`src/rtl/rxfb_pkg.sv`:
```
package rxfb_pkg;
  localparam logic [1:0] ADR_STAT = 2'd0;
  localparam logic [1:0] ADR_DATA = 2'd1;
  localparam logic [1:0] ADR_IEN  = 2'd2;
  localparam logic [1:0] ADR_OVF  = 2'd3;
  localparam int STAT_RDY_BIT = 31;
  localparam int STAT_ERR_BIT = 30;
  localparam int STAT_CRC_BIT = 29;
endpackage

```
`src/rtl/rxfb_capture.sv`:
```
module rxfb_capture #(
  parameter  int BYTES  = 64,
  parameter  int OVF_W  = 8,
  localparam int IDX_W  = $clog2(BYTES),
  localparam int WIDX_W = IDX_W - 2,
  localparam int LEN_W  = $clog2(BYTES + 1)
) (
  input  logic              clk,
  input  logic              rst_n,
  input  logic              in_valid,
  input  logic [7:0]        in_data,
  input  logic              in_sof,
  input  logic              in_eof,
  input  logic              in_err,
  input  logic              in_crc_err,
  input  logic              release_i,
  input  logic [WIDX_W-1:0] rd_idx,
  output logic [31:0]       rd_word,
  output logic              ready,
  output logic              err_flag,
  output logic              crc_flag,
  output logic [LEN_W-1:0]  len,
  output logic [OVF_W-1:0]  ovf_cnt
);
  logic [7:0]       mem_q [BYTES];
  logic [LEN_W-1:0] cnt_q, cnt_d, idx, len_q, len_d;
  logic             active_q, active_d, acc_q, acc_d;
  logic             ready_q, ready_d, err_q, err_d, crc_q, crc_d;
  logic [OVF_W-1:0] ovf_q, ovf_d;
  logic             take, room, wr_en, done;

  always_comb begin
    take     = in_valid && !ready_q && (in_sof || active_q);
    idx      = in_sof ? '0 : cnt_q;
    room     = idx < LEN_W'(BYTES);
    wr_en    = take && room;
    done     = take && in_eof;
    cnt_d    = cnt_q;
    acc_d    = acc_q;
    active_d = active_q;
    if (take) begin
      cnt_d    = room ? idx + LEN_W'(1) : idx;
      acc_d    = (in_sof ? 1'b0 : acc_q) | in_err | !room;
      active_d = !in_eof;
    end
    ready_d = ready_q;
    len_d   = len_q;
    err_d   = err_q;
    crc_d   = crc_q;
    if (done) begin
      ready_d = 1'b1;
      len_d   = cnt_d;
      err_d   = acc_d;
      crc_d   = in_crc_err;
    end else if (release_i) begin
      ready_d = 1'b0;
      len_d   = '0;
      err_d   = 1'b0;
      crc_d   = 1'b0;
    end
    ovf_d = ovf_q;
    if (in_valid && in_sof && ready_q && (ovf_q != {OVF_W{1'b1}}))
      ovf_d = ovf_q + OVF_W'(1);
  end

  always_ff @(posedge clk or negedge rst_n) begin
    if (!rst_n) begin
      cnt_q    <= '0;
      active_q <= 1'b0;
      acc_q    <= 1'b0;
      ready_q  <= 1'b0;
      len_q    <= '0;
      err_q    <= 1'b0;
      crc_q    <= 1'b0;
      ovf_q    <= '0;
    end else begin
      cnt_q    <= cnt_d;
      active_q <= active_d;
      acc_q    <= acc_d;
      ready_q  <= ready_d;
      len_q    <= len_d;
      err_q    <= err_d;
      crc_q    <= crc_d;
      ovf_q    <= ovf_d;
    end
  end

  always_ff @(posedge clk) begin
    if (wr_en) mem_q[idx[IDX_W-1:0]] <= in_data;
  end

  always_comb begin
    for (int l = 0; l < 4; l++)
      rd_word[31-8*l -: 8] = mem_q[{rd_idx, 2'(l)}];
  end

  assign ready    = ready_q;
  assign err_flag = err_q;
  assign crc_flag = crc_q;
  assign len      = len_q;
  assign ovf_cnt  = ovf_q;


  ready_hold_chk: assert property (@(posedge clk) disable iff (!rst_n)
    ready_q && !release_i |=> ready_q);

  ready_fall_chk: assert property (@(posedge clk) disable iff (!rst_n)
    $fell(ready_q) |-> $past(release_i));

  status_keep_chk: assert property (@(posedge clk) disable iff (!rst_n)
    ready_q && !release_i |=> $stable(len_q) && $stable(err_q) && $stable(crc_q));

  ovf_sat_chk: assert property (@(posedge clk) disable iff (!rst_n)
    ovf_q == {OVF_W{1'b1}} |=> ovf_q == {OVF_W{1'b1}});

  always_comb begin
    if (rst_n) len_bound_chk: assert (len_q <= LEN_W'(BYTES));
  end
endmodule

```
`src/rtl/rxfb_host.sv`:
```
module rxfb_host
  import rxfb_pkg::*;
#(
  parameter int WIDX_W = 4,
  parameter int LEN_W  = 7,
  parameter int OVF_W  = 8
) (
  input  logic              clk,
  input  logic              rst_n,
  input  logic              reg_rd,
  input  logic              reg_wr,
  input  logic [1:0]        reg_addr,
  input  logic [31:0]       reg_wdata,
  output logic [31:0]       reg_rdata,
  input  logic              ready,
  input  logic              err_flag,
  input  logic              crc_flag,
  input  logic [LEN_W-1:0]  len,
  input  logic [OVF_W-1:0]  ovf_cnt,
  input  logic [31:0]       rd_word,
  output logic [WIDX_W-1:0] rd_idx,
  output logic              release_o,
  output logic              irq
);
  logic [WIDX_W-1:0] rptr_q, rptr_d;
  logic              ien_q, ien_d;
  logic              pop;

  always_comb begin
    release_o = reg_wr && (reg_addr == ADR_STAT) && (reg_wdata == 32'd0);
    pop       = reg_rd && (reg_addr == ADR_DATA);
    rptr_d    = rptr_q;
    if (release_o)  rptr_d = '0;
    else if (pop)   rptr_d = rptr_q + WIDX_W'(1);
    ien_d = ien_q;
    if (reg_wr && (reg_addr == ADR_IEN)) ien_d = reg_wdata[0];
  end

  always_ff @(posedge clk or negedge rst_n) begin
    if (!rst_n) begin
      rptr_q <= '0;
      ien_q  <= 1'b0;
    end else begin
      rptr_q <= rptr_d;
      ien_q  <= ien_d;
    end
  end

  always_comb begin
    reg_rdata = '0;
    unique case (reg_addr)
      ADR_STAT: begin
        reg_rdata[STAT_RDY_BIT] = ready;
        reg_rdata[STAT_ERR_BIT] = err_flag;
        reg_rdata[STAT_CRC_BIT] = crc_flag;
        reg_rdata[15:0]         = 16'(len);
      end
      ADR_DATA: reg_rdata = rd_word;
      ADR_IEN:  reg_rdata[0] = ien_q;
      default:  reg_rdata = 32'(ovf_cnt);
    endcase
  end

  assign rd_idx = rptr_q;
  assign irq    = ready & ien_q;


  rptr_rewind_chk: assert property (@(posedge clk) disable iff (!rst_n)
    release_o |=> rptr_q == '0);

  rptr_step_chk: assert property (@(posedge clk) disable iff (!rst_n)
    pop && !release_o |=> rptr_q == $past(rptr_q) + WIDX_W'(1));
endmodule

```
`src/rtl/rx_frame_buf.sv`:
```
module rx_frame_buf #(
  parameter  int BYTES  = 64,
  parameter  int OVF_W  = 8,
  localparam int WIDX_W = $clog2(BYTES) - 2,
  localparam int LEN_W  = $clog2(BYTES + 1)
) (
  input  logic        clk,
  input  logic        rst_n,
  input  logic        in_valid,
  input  logic [7:0]  in_data,
  input  logic        in_sof,
  input  logic        in_eof,
  input  logic        in_err,
  input  logic        in_crc_err,
  input  logic        reg_rd,
  input  logic        reg_wr,
  input  logic [1:0]  reg_addr,
  input  logic [31:0] reg_wdata,
  output logic [31:0] reg_rdata,
  output logic        irq
);
  logic [WIDX_W-1:0] rd_idx;
  logic [31:0]       rd_word;
  logic              ready, err_flag, crc_flag, release_s;
  logic [LEN_W-1:0]  len;
  logic [OVF_W-1:0]  ovf_cnt;

  rxfb_capture #(.BYTES(BYTES), .OVF_W(OVF_W)) u_cap (
    .clk(clk), .rst_n(rst_n), .in_valid(in_valid), .in_data(in_data),
    .in_sof(in_sof), .in_eof(in_eof), .in_err(in_err), .in_crc_err(in_crc_err),
    .release_i(release_s), .rd_idx(rd_idx), .rd_word(rd_word),
    .ready(ready), .err_flag(err_flag), .crc_flag(crc_flag),
    .len(len), .ovf_cnt(ovf_cnt)
  );

  rxfb_host #(.WIDX_W(WIDX_W), .LEN_W(LEN_W), .OVF_W(OVF_W)) u_host (
    .clk(clk), .rst_n(rst_n), .reg_rd(reg_rd), .reg_wr(reg_wr),
    .reg_addr(reg_addr), .reg_wdata(reg_wdata), .reg_rdata(reg_rdata),
    .ready(ready), .err_flag(err_flag), .crc_flag(crc_flag), .len(len),
    .ovf_cnt(ovf_cnt), .rd_word(rd_word), .rd_idx(rd_idx),
    .release_o(release_s), .irq(irq)
  );
endmodule

```
`config.mk`:
```
export PLATFORM = sky130hd
export DESIGN_NAME = rx_frame_buf
export DESIGN_NICKNAME = d
export VERILOG_FILES = /design/src/rtl/rxfb_pkg.sv /design/src/rtl/rxfb_capture.sv /design/src/rtl/rxfb_host.sv /design/src/rtl/rx_frame_buf.sv
export SDC_FILE = /design/constraint.sdc
export NUM_CORES = 1
export LEC_CHECK = 0
export ABC_CLOCK_PERIOD_IN_PS = 2400
export BUFFER_PORTS_ARGS = -buffer_cell sky130_fd_sc_hd__buf_2
export CAP_MARGIN = 15
export CORE_UTILIZATION = 41
export DETAILED_ROUTE_END_ITERATION = 8
export PLACE_DENSITY_LB_ADDON = 0.05
export SYNTH_ARGS = -nofsm -noshare
export SYNTH_HDL_FRONTEND = slang
export SYNTH_SLANG_ARGS = --single-unit
```
`constraint.sdc`:
```
create_clock -name clk -period 2.4 [get_ports clk]
set_input_delay 0.12 -clock clk [delete_from_list [all_inputs] [get_ports clk]]
set_output_delay 0.12 -clock clk [all_outputs]
set_load 0.02 [all_outputs]
```
==> flow_summary_export.csv <==
group,metric,value,unit
yosys,netlist_instances,1133,
yosys,synth_edf_count,512,
floorplan,die-area,53930,µm²
placed_design,placed_cells,1976,
timing,max_freq,360.7,MHz
critical_path,path_class,"reg -> out",
route,drc,0,
yosys,netlist_top_cells_area,"edfxtp_1 (71%), mux4_2 (10%), mux2i_1 (4.0%)",
hold_path,holdCritStartpoint,"in_valid",
timing,slew_violations,0,
run,maxCapViolCount,0,
clock_tree,cts_tree,"built",
yosys,ys_seq_area_frac,0.7444,
placed_design,place_congestion,0.7818,
timing,hold_violations,0,
power,ir_worst_vdd,601.0,µV
route,vias_per_cell,5.444,
finish,layout-drive-gt1-share,0.3443,
yosys,netlist_area,21730,µm²
hold_path,whs_path_depth,4,
clock_tree,cts_max_level,2,
yosys,syn_avg_cell_area,19.18,µm²
global_routing,grt_start_max_net_pins,65,
clock_tree,clockBufferDepth,3,
power,p_per_area,1045,nW/µm²
clock_tree,cts.clk_slew.worst_paths,0.06,ns
placed_design,hpwlAfterDp,35870,µm
global_routing,grt_pass1_wl,83880,µm
route,drt-total-wl,57580,µm
power,p_leak,9.099,nW
floorplan,die_y,232.2,µm
critical_path,r2r_slack,0.15,ns
global_routing,first_global_vias,11853,
placed_design,portBuffers,83,
timing,skew,0.01164,ns
finish,stdcell_area,26650,µm²
timing,finalCritPeriodShare,1.155,
critical_path,worstRegToRegCells,5,
critical_path,cpPeakStageDelay,0.51,ns
timing,setup_viol,32,
placed_design,post-place-ws,0.1019,ns
finish,stdcell_count,2117,
floorplan,core_area,52450,µm²
critical_path,start_kind,"flip-flop",
yosys,ys_ff_latch,544,
global_routing,grtUsageTotal,0.2201,
clock_tree,numCtsBuffers,57,
finish,nFillCells,4330,
floorplan,core.rowCount,84,
critical_path,critPathSlowestCell,"dfrtp_4",
yosys,synth_top_cell_area_share,0.7075,
finish,multiInputGateArea,5469,µm²
floorplan,ios,84,
timing,slew_headroom,0.2755,
route,wl_per_cell,27.20,µm
clock_tree,clock_sinks,544,
critical_path,r2r-end,"u_cap.mem_q[12][6]$_DFFE_PP_",
critical_path,worst_ep_required_time,2.28,ns
global_routing,antenna_found_initial,0,
status,status,"complete, but fails checks",
global_routing,grt-ovfl-total,0,
finish,fin_util,0.5082,
placed_design,dpl-instance-area,23870,µm²
hold_path,min_to,"u_cap.ovf_cnt[2]$_DFFE_PN0P_",
finish,nets,1436,
clock_tree,clkLatencyLatePin,0.62,ns
critical_path,endpoint_kind,"primary output",
route,drt-initial-drc-count,754,
timing,worst_slew_pin_slew,1.085,ns
yosys,synthArstFlopShare,0.05882,
yosys,synth.largest_area_cell,"edfxtp_1",
timing,setup_slack,-0.3721,ns
hold_path,hold_path_class,"in -> reg",
floorplan,start_util,0.4144,
finish,syn2layout_area_growth,22.65,%
floorplan,die_w,232.2,µm
route,dr.pass1.iters,5,
yosys,synth_fp_nets,1186,
clock_tree,root_buffer,"clkbuf_16",
yosys,synth_ff_type,"edfxtp_1",
critical_path,cp_cell_sequence,"buf_12 > buf_6 > buf_16 > mux2i_2 > a22oi_2 > a22o_1 > a221o_1 > buf_6",
critical_path,reg2reg_from,"u_cap.cnt_q[2]$_DFF_PN0_",
finish,diodes,0,
critical_path,cp.arrival,2.65,ns
critical_path,cp_max_fo,8,
finish,seqCellArea,16190,µm²
status,violations,"negative setup slack",
route,final_antenna_net_count,0,
yosys,yosysWarnings,0,
timing,fin_hold_ws,0.06818,ns
yosys,netlist_top_cells_count,"edfxtp_1 (512), mux4_2 (101), mux2i_1 (87)",
route,vias,11525,
yosys,yosysMostFrequentCell,"edfxtp_1",
timing,finalCriticalPeriod,2.772,ns
yosys,synthDistinctLibCells,57,
critical_path,crit_top_cell,"buf_6",
timing,rsz0062_at_grt,"true",
-- metal layers --
metal  vias to the layer above  track usage  share of wire
met2                       276       0.3464           0.48
met1                      6043       0.3111           0.45
met5                         -            0              0
met3                        72      0.04273          0.048
met4                         0      0.06353          0.025
li1                       5134            -              -
-- metrics by stage --
stage          setup TNS (ns)  power, W
6_report               -9.131   0.02786
3_3_place_gp                0   0.01783
2_1_floorplan               0   0.01525
4_1_cts                -10.91   0.02804
3_5_place_dp                0   0.01781
5_1_grt                -12.20   0.02893
-- flip-flops by register name, indices dropped and copies added, names as in the netlist --
name / flops
u_cap.ovf_cnt: 8
u_host.rd_idx: 4
u_cap.active_q: 1
u_cap.cnt_q: 7
u_cap.acc_q: 1
u_cap.mem_q: 512
u_host.ien_q: 1
u_cap.ready: 1
u_cap.len: 7
u_cap.crc_flag: 1
u_cap.err_flag: 1
-- worst max-delay path, delay by kind of cell (launching register included) --
kind	cells	cell delay, ns
flops	1	0.51
buf+inv	4	0.60
compound gates	3	0.75
mux	1	0.17
-- report_power, final --
part / internal (W) / switching (W)
Clock: 0.00495 / 0.00365
Combinational: 0.00447 / 0.00416
Sequential: 0.0105 / 0.000159
-- worst max path at each step --
stage                                       from                      endpoint  slack (ns)
global placement    u_host.rd_idx[0]$_DFFE_PN0P_                  reg_rdata[5]         0.1
CTS                 u_host.rd_idx[0]$_DFFE_PN0P_                 reg_rdata[10]       -0.40
floorplan                u_cap.ready$_DFFE_PN0P_  u_cap.mem_q[61][0]$_DFFE_PP_        0.38
global route        u_host.rd_idx[0]$_DFFE_PN0P_                 reg_rdata[14]       -0.45
finish              u_host.rd_idx[0]$_DFFE_PN0P_                 reg_rdata[14]       -0.37
detailed placement  u_host.rd_idx[0]$_DFFE_PN0P_                 reg_rdata[10]        0.10
-- repair_timing --
item | in CTS | in global routing
resized for setup | 88 | 20
pin swaps | 18 | 10
cloned | 7 | 2
endpoints found under the hold margin | 39 | 0
buffers inserted | 21 | 2
endpoints found under the setup margin | 32 | 32
hold buffers | 7 | 0
-- layout make-up --
cell class / instances / area share
Sequential cell: 544 / 0.6073
Multi-Input combinational cell: 521 / 0.2052
Timing Repair Buffer: 253 / 0.08685
Clock buffer: 71 / 0.05629
Tap cell: 688 / 0.03230
Clock inverter: 34 / 0.01117
Inverter: 6 / 0.0008450
-- placed cells by master, fill, tap and decap left out, drive strengths merged, types with 3 or more instances in the layout --
cell and count:
o211ai 5, xor2 8, o31ai 3, a21oi 4, mux4 101, and3b 3
bufbuf 4, clkbuf 73, nor2 85, and2 3, clkinv 27, xnor2 6
o22ai 18, bufinv 5, nand3b 4, nor3 7, inv 6, o32ai 3
dfrtp 32, nand3 18, nand2b 6, a22o 9, a22oi 27, a221o 9
edfxtp 512, a32oi 3, buf 240, nor4 9, o2111ai 5, nand2 37
o21ai 9, nor2b 13, mux2i 87, dlygate4sd3 7, and3 11, mux2 6
-- cell families (layout without fill, tap and decap cells) --
| kind of cell | count (synthesis) | in the layout | share of synthesized area |
|---|---|---|---|
| flops | 544 | 544 | 0.7444 |
| simple gates | 208 | 208 | 0.04710 |
| mux | 194 | 194 | 0.1479 |
| compound gates | 103 | 103 | 0.03576 |
| buf+inv | 68 | 364 | 0.01814 |
| xor+xnor | 14 | 14 | 0.005643 |
| fa+ha+maj | 2 | 2 | 0.001151 |
(Power assumes the default switching activity.)
